$ cat src/rtl/code_lock_pkg.sv
package code_lock_pkg;

    typedef enum logic [2:0] {
        ST_GET0   = 3'd0,
        ST_GET1   = 3'd1,
        ST_GET2   = 3'd2,
        ST_GET3   = 3'd3,
        ST_DECIDE = 3'd4,
        ST_PASS   = 3'd5,
        ST_FAIL   = 3'd6
    } lock_state_e;

    localparam logic [2:0] LAMP_BUSY = 3'b100;
    localparam logic [2:0] LAMP_PASS = 3'b010;
    localparam logic [2:0] LAMP_FAIL = 3'b001;

    typedef struct packed {
        lock_state_e st;
        logic [3:0]  code;
        logic [2:0]  lamp;
    } lock_regs_t;

    function automatic logic [2:0] lamp_for(lock_state_e s);
        case (s)
            ST_PASS: return LAMP_PASS;
            ST_FAIL: return LAMP_FAIL;
            default: return LAMP_BUSY;
        endcase
    endfunction

endpackage

$ cat src/rtl/lock_reload_sel.sv
module lock_reload_sel
    import code_lock_pkg::*;
#(
    parameter int CW        = 8,
    parameter int STEP_LOAD = 3,
    parameter int PASS_LOAD = 29,
    parameter int FAIL_LOAD = 19
) (
    input  lock_state_e    st_i,
    output logic [CW-1:0]  load_o
);

    always_comb begin
        case (st_i)
            ST_PASS: load_o = CW'(PASS_LOAD);
            ST_FAIL: load_o = CW'(FAIL_LOAD);
            default: load_o = CW'(STEP_LOAD);
        endcase
    end

endmodule

$ cat src/rtl/lock_dwell_counter.sv
module lock_dwell_counter #(
    parameter int CW      = 8,
    parameter int RST_VAL = 3,
    parameter int MAX_VAL = 29
) (
    input  logic          clk,
    input  logic          rst,
    input  logic [CW-1:0] load_i,
    output logic          step_end_o
);

    logic [CW-1:0] cnt_d, cnt_q;

    always_comb begin
        cnt_d = cnt_q;
        if (cnt_q == '0) begin
            cnt_d = load_i;
        end else begin
            cnt_d = cnt_q - 1'b1;
        end
    end

    always_ff @(posedge clk or posedge rst) begin
        if (rst) begin
            cnt_q <= CW'(RST_VAL);
        end else begin
            cnt_q <= cnt_d;
        end
    end

    assign step_end_o = (cnt_q == CW'(1));

    // a spent counter picks up the current state's dwell on the next edge
    a_r3_zero_reloads: assert property (@(posedge clk) disable iff (rst)
        (cnt_q == '0) |=> (cnt_q == $past(load_i)));

    // the count never exceeds the longest dwell
    a_r3_count_bounded: assert property (@(posedge clk) disable iff (rst)
        (cnt_q <= CW'(MAX_VAL)));

endmodule

$ cat src/rtl/code_lock_timer.sv
module code_lock_timer
    import code_lock_pkg::*;
#(
    parameter int                CLK_HZ      = 50_000_000,
    parameter int                STEP_CYCLES = 4,
    parameter logic [3:0][2:0]   SAMPLE_POS  = {3'd3, 3'd5, 3'd6, 3'd7}
) (
    input  logic       clk,
    input  logic       rst,
    input  logic [7:0] sw,
    output logic [2:0] led
);

    localparam int STEP_LOAD = STEP_CYCLES - 1;
    localparam int PASS_LOAD = 3 * CLK_HZ - 1;
    localparam int FAIL_LOAD = 2 * CLK_HZ - 1;
    localparam int MAX_LOAD  = (PASS_LOAD > STEP_LOAD) ? PASS_LOAD : STEP_LOAD;
    localparam int CW        = $clog2(MAX_LOAD + 1) + 1;

    lock_regs_t    regs_d, regs_q;
    logic [CW-1:0] load;
    logic          step_end;
    logic [2:0]    pick;
    logic          sample;

    lock_reload_sel #(
        .CW        (CW),
        .STEP_LOAD (STEP_LOAD),
        .PASS_LOAD (PASS_LOAD),
        .FAIL_LOAD (FAIL_LOAD)
    ) u_reload (
        .st_i   (regs_q.st),
        .load_o (load)
    );

    lock_dwell_counter #(
        .CW      (CW),
        .RST_VAL (STEP_LOAD),
        .MAX_VAL (MAX_LOAD)
    ) u_dwell (
        .clk        (clk),
        .rst        (rst),
        .load_i     (load),
        .step_end_o (step_end)
    );

    assign pick   = SAMPLE_POS[regs_q.st[1:0]];
    assign sample = sw[pick];

    always_comb begin
        regs_d = regs_q;
        if (step_end) begin
            case (regs_q.st)
                ST_GET0, ST_GET1, ST_GET2, ST_GET3: begin
                    regs_d.code[regs_q.st[1:0]] = sample;
                    regs_d.st = lock_state_e'(regs_q.st + 3'd1);
                end
                ST_DECIDE: begin
                    regs_d.st = (regs_q.code == 4'hF) ? ST_PASS : ST_FAIL;
                end
                default: begin
                    regs_d.st   = ST_GET0;
                    regs_d.code = '0;
                end
            endcase
        end
        regs_d.lamp = lamp_for(regs_d.st);
    end

    always_ff @(posedge clk or posedge rst) begin
        if (rst) begin
            regs_q.st   <= ST_GET0;
            regs_q.code <= '0;
            regs_q.lamp <= LAMP_BUSY;
        end else begin
            regs_q <= regs_d;
        end
    end

    assign led = regs_q.lamp;

    // one lamp at a time
    a_r8_led_onehot: assert property (@(posedge clk) disable iff (rst)
        ($countones(led) == 1));

    // pass lamp only follows a fully set code
    a_r4_pass_needs_code: assert property (@(posedge clk) disable iff (rst)
        $rose(led[1]) |-> ($past(regs_q.code) == 4'hF));

    // fail lamp only follows a code with a zero
    a_r5_fail_needs_zero: assert property (@(posedge clk) disable iff (rst)
        $rose(led[0]) |-> ($past(regs_q.code) != 4'hF));

    // end of a result starts a clean attempt
    a_r6_fresh_attempt: assert property (@(posedge clk) disable iff (rst)
        $rose(led[2]) |-> (regs_q.code == 4'h0 && regs_q.st == ST_GET0));

endmodule

$ cat config.mk
export PLATFORM = sky130hd
export DESIGN_NAME = code_lock_timer
export DESIGN_NICKNAME = d
export VERILOG_FILES = /design/src/rtl/code_lock_pkg.sv /design/src/rtl/lock_reload_sel.sv /design/src/rtl/lock_dwell_counter.sv /design/src/rtl/code_lock_timer.sv
export SDC_FILE = /design/constraint.sdc
export NUM_CORES = 1
export LEC_CHECK = 0
export BUFFER_PORTS_ARGS = -buffer_cell sky130_fd_sc_hd__buf_2
export CAP_MARGIN = 40
export CORE_ASPECT_RATIO = 1.25
export CORE_UTILIZATION = 40
export DETAILED_ROUTE_END_ITERATION = 7
export GPL_TIMING_DRIVEN = 0
export HOLD_SLACK_MARGIN = 0.06
export PLACE_DENSITY_LB_ADDON = 0.05
export SYNTH_ARGS = -nofsm -noshare
export SYNTH_HDL_FRONTEND = slang
export SYNTH_SLANG_ARGS = --single-unit
$ cat constraint.sdc
create_clock -name clk -period 2 [get_ports clk]
set_input_delay 0.1 -clock clk [delete_from_list [all_inputs] [get_ports clk]]
set_output_delay 0.1 -clock clk [all_outputs]
set_load 0.05 [all_outputs]
[Word-level counts from Yosys, hierarchy flattened]
Cells that the tools add are included.
Storage, ports and cells
  register bits: 39
  bits of input ports: 10
  output and inout bits: 3
  logic and storage cells: 39
Operators by class
  $add $sub $neg: 2
  magnitude comparators: 3
  eq/ne operators: 10
  muxes and demuxes: 14
  bitwise logic cells: 1
  reductions and logical operators: 5
Operators by type and width (number)
  28-bit one-hot mux with 2 select lines: 1
  29-bit by 1-bit equality test with 1-bit output, second input constant: 1
  29-bit zero test: 1
  29-bit two-way mux: 1
  29-bit by 1-bit subtractor with 29-bit output, second input constant: 1
  3-bit equality test, second input constant: 5
  3-bit one-hot mux with 2 select lines: 2
  4-bit one-hot mux with 2 select lines: 1
  7-bit two-way mux: 1
  3-bit binary-select mux with 2-bit select: 1
  3-bit by 2-bit equality test with 1-bit output, second input constant: 2
  4-bit bitwise mux: 1
  4-bit equality test, second input constant: 1
  3-bit by 4-bit < comparator with 1-bit output, second input constant: 1
  4-bit OR reduction: 1
  3-bit by 1-bit adder with 3-bit output, second input constant: 1
  1-bit binary-select mux with 3-bit select: 1
  3-bit by 1-bit equality test with 1-bit output, second input constant: 1
  3-bit zero test: 1
  2-bit by 3-bit < comparator with 1-bit output, second input constant: 1
  3-bit two-way mux: 1
  1-bit demux with 2-bit select: 1
  2-bit by 1-bit greater-or-equal comparator with 1-bit output, second input constant: 1
  1-bit two-way mux: 2
  4 further kinds: 4

[Depth between registers and ports, before layout]
  word-level depth: 9
  mapped depth: 9
  depth with buffers taken out: 7

[Cells and area by module]
Synthesis repeated with hierarchy kept, for this count alone.
Second synthesis, totals
  cell total of the unflattened synthesis: 263
  area, all modules: 2506.2 um^2
By module, submodules not included
  lock_dwell_counter: times used 1, cells each 168, area an instance 1627.8 um^2, seq. area each 728.2 um^2
  code_lock_timer: times used 1, cells each 62, area an instance 643.1 um^2, seq. area each 251.5 um^2
  lock_reload_sel: times used 1, cells each 33, area an instance 235.2 um^2, seq. area each 0.0 um^2

[Least setup slack after synthesis]
Ideal clock, no wire load.
  path kind: register to register
  start point: reg regs_q[7]
  end point: reg regs_q[4]
  setup time: 120 ps
  arrival time: 1971 ps
  data required time: 1880 ps
  path slack: -90 ps
  cell stages (with the launch flop): 7
  path buffers: 0
  clock period less this slack: 2090 ps
  cell sequence: dfrtp_1 inv_1 ha_1 mux4_2 mux2_2 and3_1 a31o_1
On the way
  longest elaborated chain between the ends: 6
  elaborated cells on any way between the ends: 19
  those cells by class: order compare (2); eq/ne (4); mux (8); bitwise (1); reduce/logical (4)
RTL lines
  from (decl): line code_lock_timer.sv:20  | lock_regs_t regs_d, regs_q;
  from (signal assigned): line code_lock_timer.sv:76  | regs_q <= regs_d;
  3-bit binary-select mux with 2-bit select, or another cell as far along: line code_lock_timer.sv:47  | assign pick = SAMPLE_POS[regs_q.st[1:0]];
  3-bit two-way mux (not written as such) / 1-bit logical AND (equally long branches): line code_lock_timer.sv:47, code_lock_timer.sv:55
  1-bit binary-select mux with 3-bit select / 1-bit two-way mux (equally long branches): line code_lock_timer.sv:48, code_lock_timer.sv:55
  1-bit two-way mux (not written as such) / 1-bit demux with 2-bit select (equally long branches): line code_lock_timer.sv:48, code_lock_timer.sv:55
  4-bit bitwise mux: line code_lock_timer.sv:55  | regs_d.code[regs_q.st[1:0]] = sample;
  4-bit one-hot mux with 2 select lines: line code_lock_timer.sv:53  | case (regs_q.st)
Parallel ways exist; a longest one is shown, timed or not. The select of a mux whose other input is x is not followed.
A chain may end at the register's enable or synchronous reset.

[Worst setup path after layout]
  start point: reg u_dwell.cnt_q[3]
  end point: reg u_dwell.cnt_q[21]
On the way
  longest elaborated chain between the ends: 2
  elaborated cells on any way between the ends: 3
  those cells by class: add/sub (1); mux (1); reduce/logical (1)
RTL lines
  from (decl): line lock_dwell_counter.sv:12  | logic [CW-1:0] cnt_d, cnt_q;
  from (signal assigned): line lock_dwell_counter.sv:25  | cnt_q <= CW'(RST_VAL);
  from (signal assigned): line lock_dwell_counter.sv:27  | cnt_q <= cnt_d;
  29-bit by 1-bit subtractor with 29-bit output / 29-bit zero test (equally long branches): line lock_dwell_counter.sv:19, lock_dwell_counter.sv:16
  29-bit two-way mux (*): line lock_dwell_counter.sv:16  | if (cnt_q == '0) begin
  via u_dwell.cnt_d[21]: line lock_dwell_counter.sv:12
Mark *: on every way through the listed nets, which the timed path passes. The rest lies on a longest branch.

==> impl_metrics.ini <==
[outcome]
status = complete, but fails checks
violations = setup timing

[finish]
final_cells = 387
nNetsFinal = 324
syn_to_final_growth_pct = 30.8
fill_cells = 530
n_antenna_cell = 0
final_cell_mix = buf_4, dfrtp_1, nor2_1, buf_2, xnor2_1
final_common_cell = buf_4
drive_above_1_share = 0.390

[sta]
fmax_ghz = 0.469
whs_ns = 0.333
tightestPinTransition_ns = 0.527
fin_worst_skew_ns = 0.00338
rsz0062_at_grt = yes
fin_ws_ns = -0.131
drv_slew = 0
period_share = 1.07
slew_headroom = 0.649
setup_viol = 21
finalCriticalPeriod_ns = 2.13
fin_setup_tns_ns = -1.29
hold_violations = 0

[drt]
drc_errors = 0
postRouteAntennaNets = 0
viasPerCell = 5.49
wl_per_cell_um = 15.5
vias = 2123
totalWireLength_um = 6010
drt_iter0_drc = 71
dr.pass1.iters = 4

[global_routing]
antenna_found_initial = 0
grt_pass1_vias = 2019
grt_max_degree = 24
grt_remaining_overflow = 0
grt_pass1_wl_um = 9980
grt_use_total = 0.202

[worst_setup_path]
worst-path-max-fanout = 8
endpoint_kind = flip-flop
critical_path.slowest_cell = dfrtp_2
crit_buf_inv = 2
worstSetupPathType = reg2reg
cp_cell_sequence = buf_6 > nor4_4 > buf_4 > nand3_4 > or3_4 > or3_1 > a31oi_1
required_ns = 2.21
start_kind = flip-flop
critPathArrivalTime_ns = 2.34
slowest_delay_ns = 0.42
critPathTopFamily = simple AND/OR/NAND/NOR gates

[power_and_ir_drop]
p_int_mw = 1.25
power_frac_clock = 0.299
combPwrFrac = 0.170
irDropWorstVdd_v = 0.000332
p_per_area_mw_per_mm2 = 545
p_sw_mw = 0.500
p_leak_nw = 1.29
p_seq_frac = 0.531
power_mw = 1.75
swShare = 0.286

[run]
maxCapViolCount = 0

[clock_network]
cts_inserted_buffers = 5
clk_latency_ns = 0.29
clkSlewWorstSetupHoldPaths_ns = 0.08
cts-htree-levels = 2
cts-root-buf = clkbuf_8
clock_sinks = 39
cts_tree = done
clock_tree.buffer_depth = 2

[yosys]
synth-edff-count = 0
synth_cell_types = 53
syn_nets = 277
netlist_instances = 257
ys_seq_area_frac = 0.399
ys.flop_type = dfrtp_1
ys_async_sr_fraction = 1.00
ys_ff_latch = 39
syn_area_mm2 = 0.00245
avgSynthCellArea_um2 = 9.55
yosys_warnings = 0

[floorplanning]
start_util = 0.419
rows = 31
die_x_um = 72.1
io_pins = 13
die_h_um = 89.6
core_area_mm2 = 0.00586
dieArea_mm2 = 0.00646

[place]
port_buffers = 12
place_hpwl_um = 4150
post-place-cells = 352
gp_congestion = 0.817

[worst_hold_path]
min_path_type = in2async
[state kept, by name (all words and copies together), names as in the netlist]
register,count
led,3
regs_q,7
u_dwell.cnt_q,29
[stage by stage]
step | util | setup WS [ns] | area [um2]
final | 0.548 | -0.131 | 3210
after global routing | 0.548 | -0.217 | 3210
after CTS | 0.505 | -0.132 | 2960
after detailed placement | 0.454 | -0.415 | 2660
after global placement | 0.451 | -0.394 | 2640
after floorplan | - | 0.00443 | 2480
[worst min-delay path: stages]
cell and delay, ns:
dlygate4sd3_1 0.53, buf_2 0.12, inv_2 0.29
[power groups by stage]
stage	sequential (mW)	combinational (mW)	clock, mW
3_3_place_gp	0.946	0.193	0
3_5_place_dp	0.946	0.200	0
6_report	0.929	0.297	0.523
4_1_cts	0.924	0.248	0.545
2_1_floorplan	0.929	0.159	0
5_1_grt	0.939	0.326	0.572
[cell usage after synthesis (4+ instances only)]
master | count | area, um2
dfrtp_1 | 36 | 901
nor2_1 | 31 | 116
nand2_1 | 12 | 45.0
nor3_1 | 11 | 55.1
xnor2_1 | 11 | 96.3
ha_1 | 10 | 125
inv_1 | 10 | 37.5
or3_1 | 10 | 62.6
o21ai_0 | 9 | 45.0
nand3_1 | 8 | 40.0
a21oi_1 | 7 | 35.0
clkbuf_1 | 7 | 26.3
nand4_1 | 7 | 43.8
o31ai_1 | 7 | 52.6
nor4_1 | 6 | 37.5
a31oi_1 | 5 | 31.3
a31o_1 | 4 | 35.0
buf_2 | 4 | 20.0
or4_1 | 4 | 30.0
xor2_1 | 4 | 35.0
[path summary, 6_finish.rpt]
check                                      start                end  slack, ns  cells after the start
worst max-delay path            u_dwell.cnt_q[3]  u_dwell.cnt_q[21]      -0.13                      7
worst min-delay path                         rst  u_dwell.cnt_q[24]       0.33                      3
worst max register to register  u_dwell.cnt_q[3]  u_dwell.cnt_q[21]      -0.13                      7
worst min register to register  u_dwell.cnt_q[0]   u_dwell.cnt_q[0]       0.49                      1
max in group asynchronous                    rst   u_dwell.cnt_q[0]       1.14                      4
min in group clk                           sw[6]          regs_q[3]       0.45                      5
[final cells by class]
class / instances / area (um2) / area share
Clock buffer: 7 / 76.3 / 0.0238
Buffer: 10 / 63.8 / 0.0199
Sequential cell: 39 / 988 / 0.308
Tap cell: 82 / 103 / 0.0320
Clock inverter: 1 / 5.00 / 0.00156
Timing Repair Buffer: 44 / 334 / 0.104
Multi-Input combinational cell: 194 / 1600 / 0.498
Inverter: 10 / 40.0 / 0.0125
[logic make-up after synthesis]
kind of cell	Yosys count	share of synthesized area
compound gates	51	0.148
xor+xnor	15	0.0535
fa+ha+maj	10	0.0510
buf+inv	24	0.0433
flops	39	0.399
mux	4	0.0275
simple gates	114	0.278
[metal layers]
layer	routed length, um	up-vias	share of wire	GRT usage
met5	0	-	0	0
met4	153	0	0.025	0.0873
met3	86	13	0.014	0.0313
met2	3170	20	0.53	0.359
met1	2600	1053	0.43	0.244
li1	-	1037	-	-
[timing repair]
action                     CTS  global route
hold buffers                 1             0
hold endpoints to repair    16             0
pin swaps                   11            18
gates resized for setup     30            39
setup endpoints to repair   37            37
buffers inserted            14            16
Note: power is estimated with default switching activity, not from simulation.
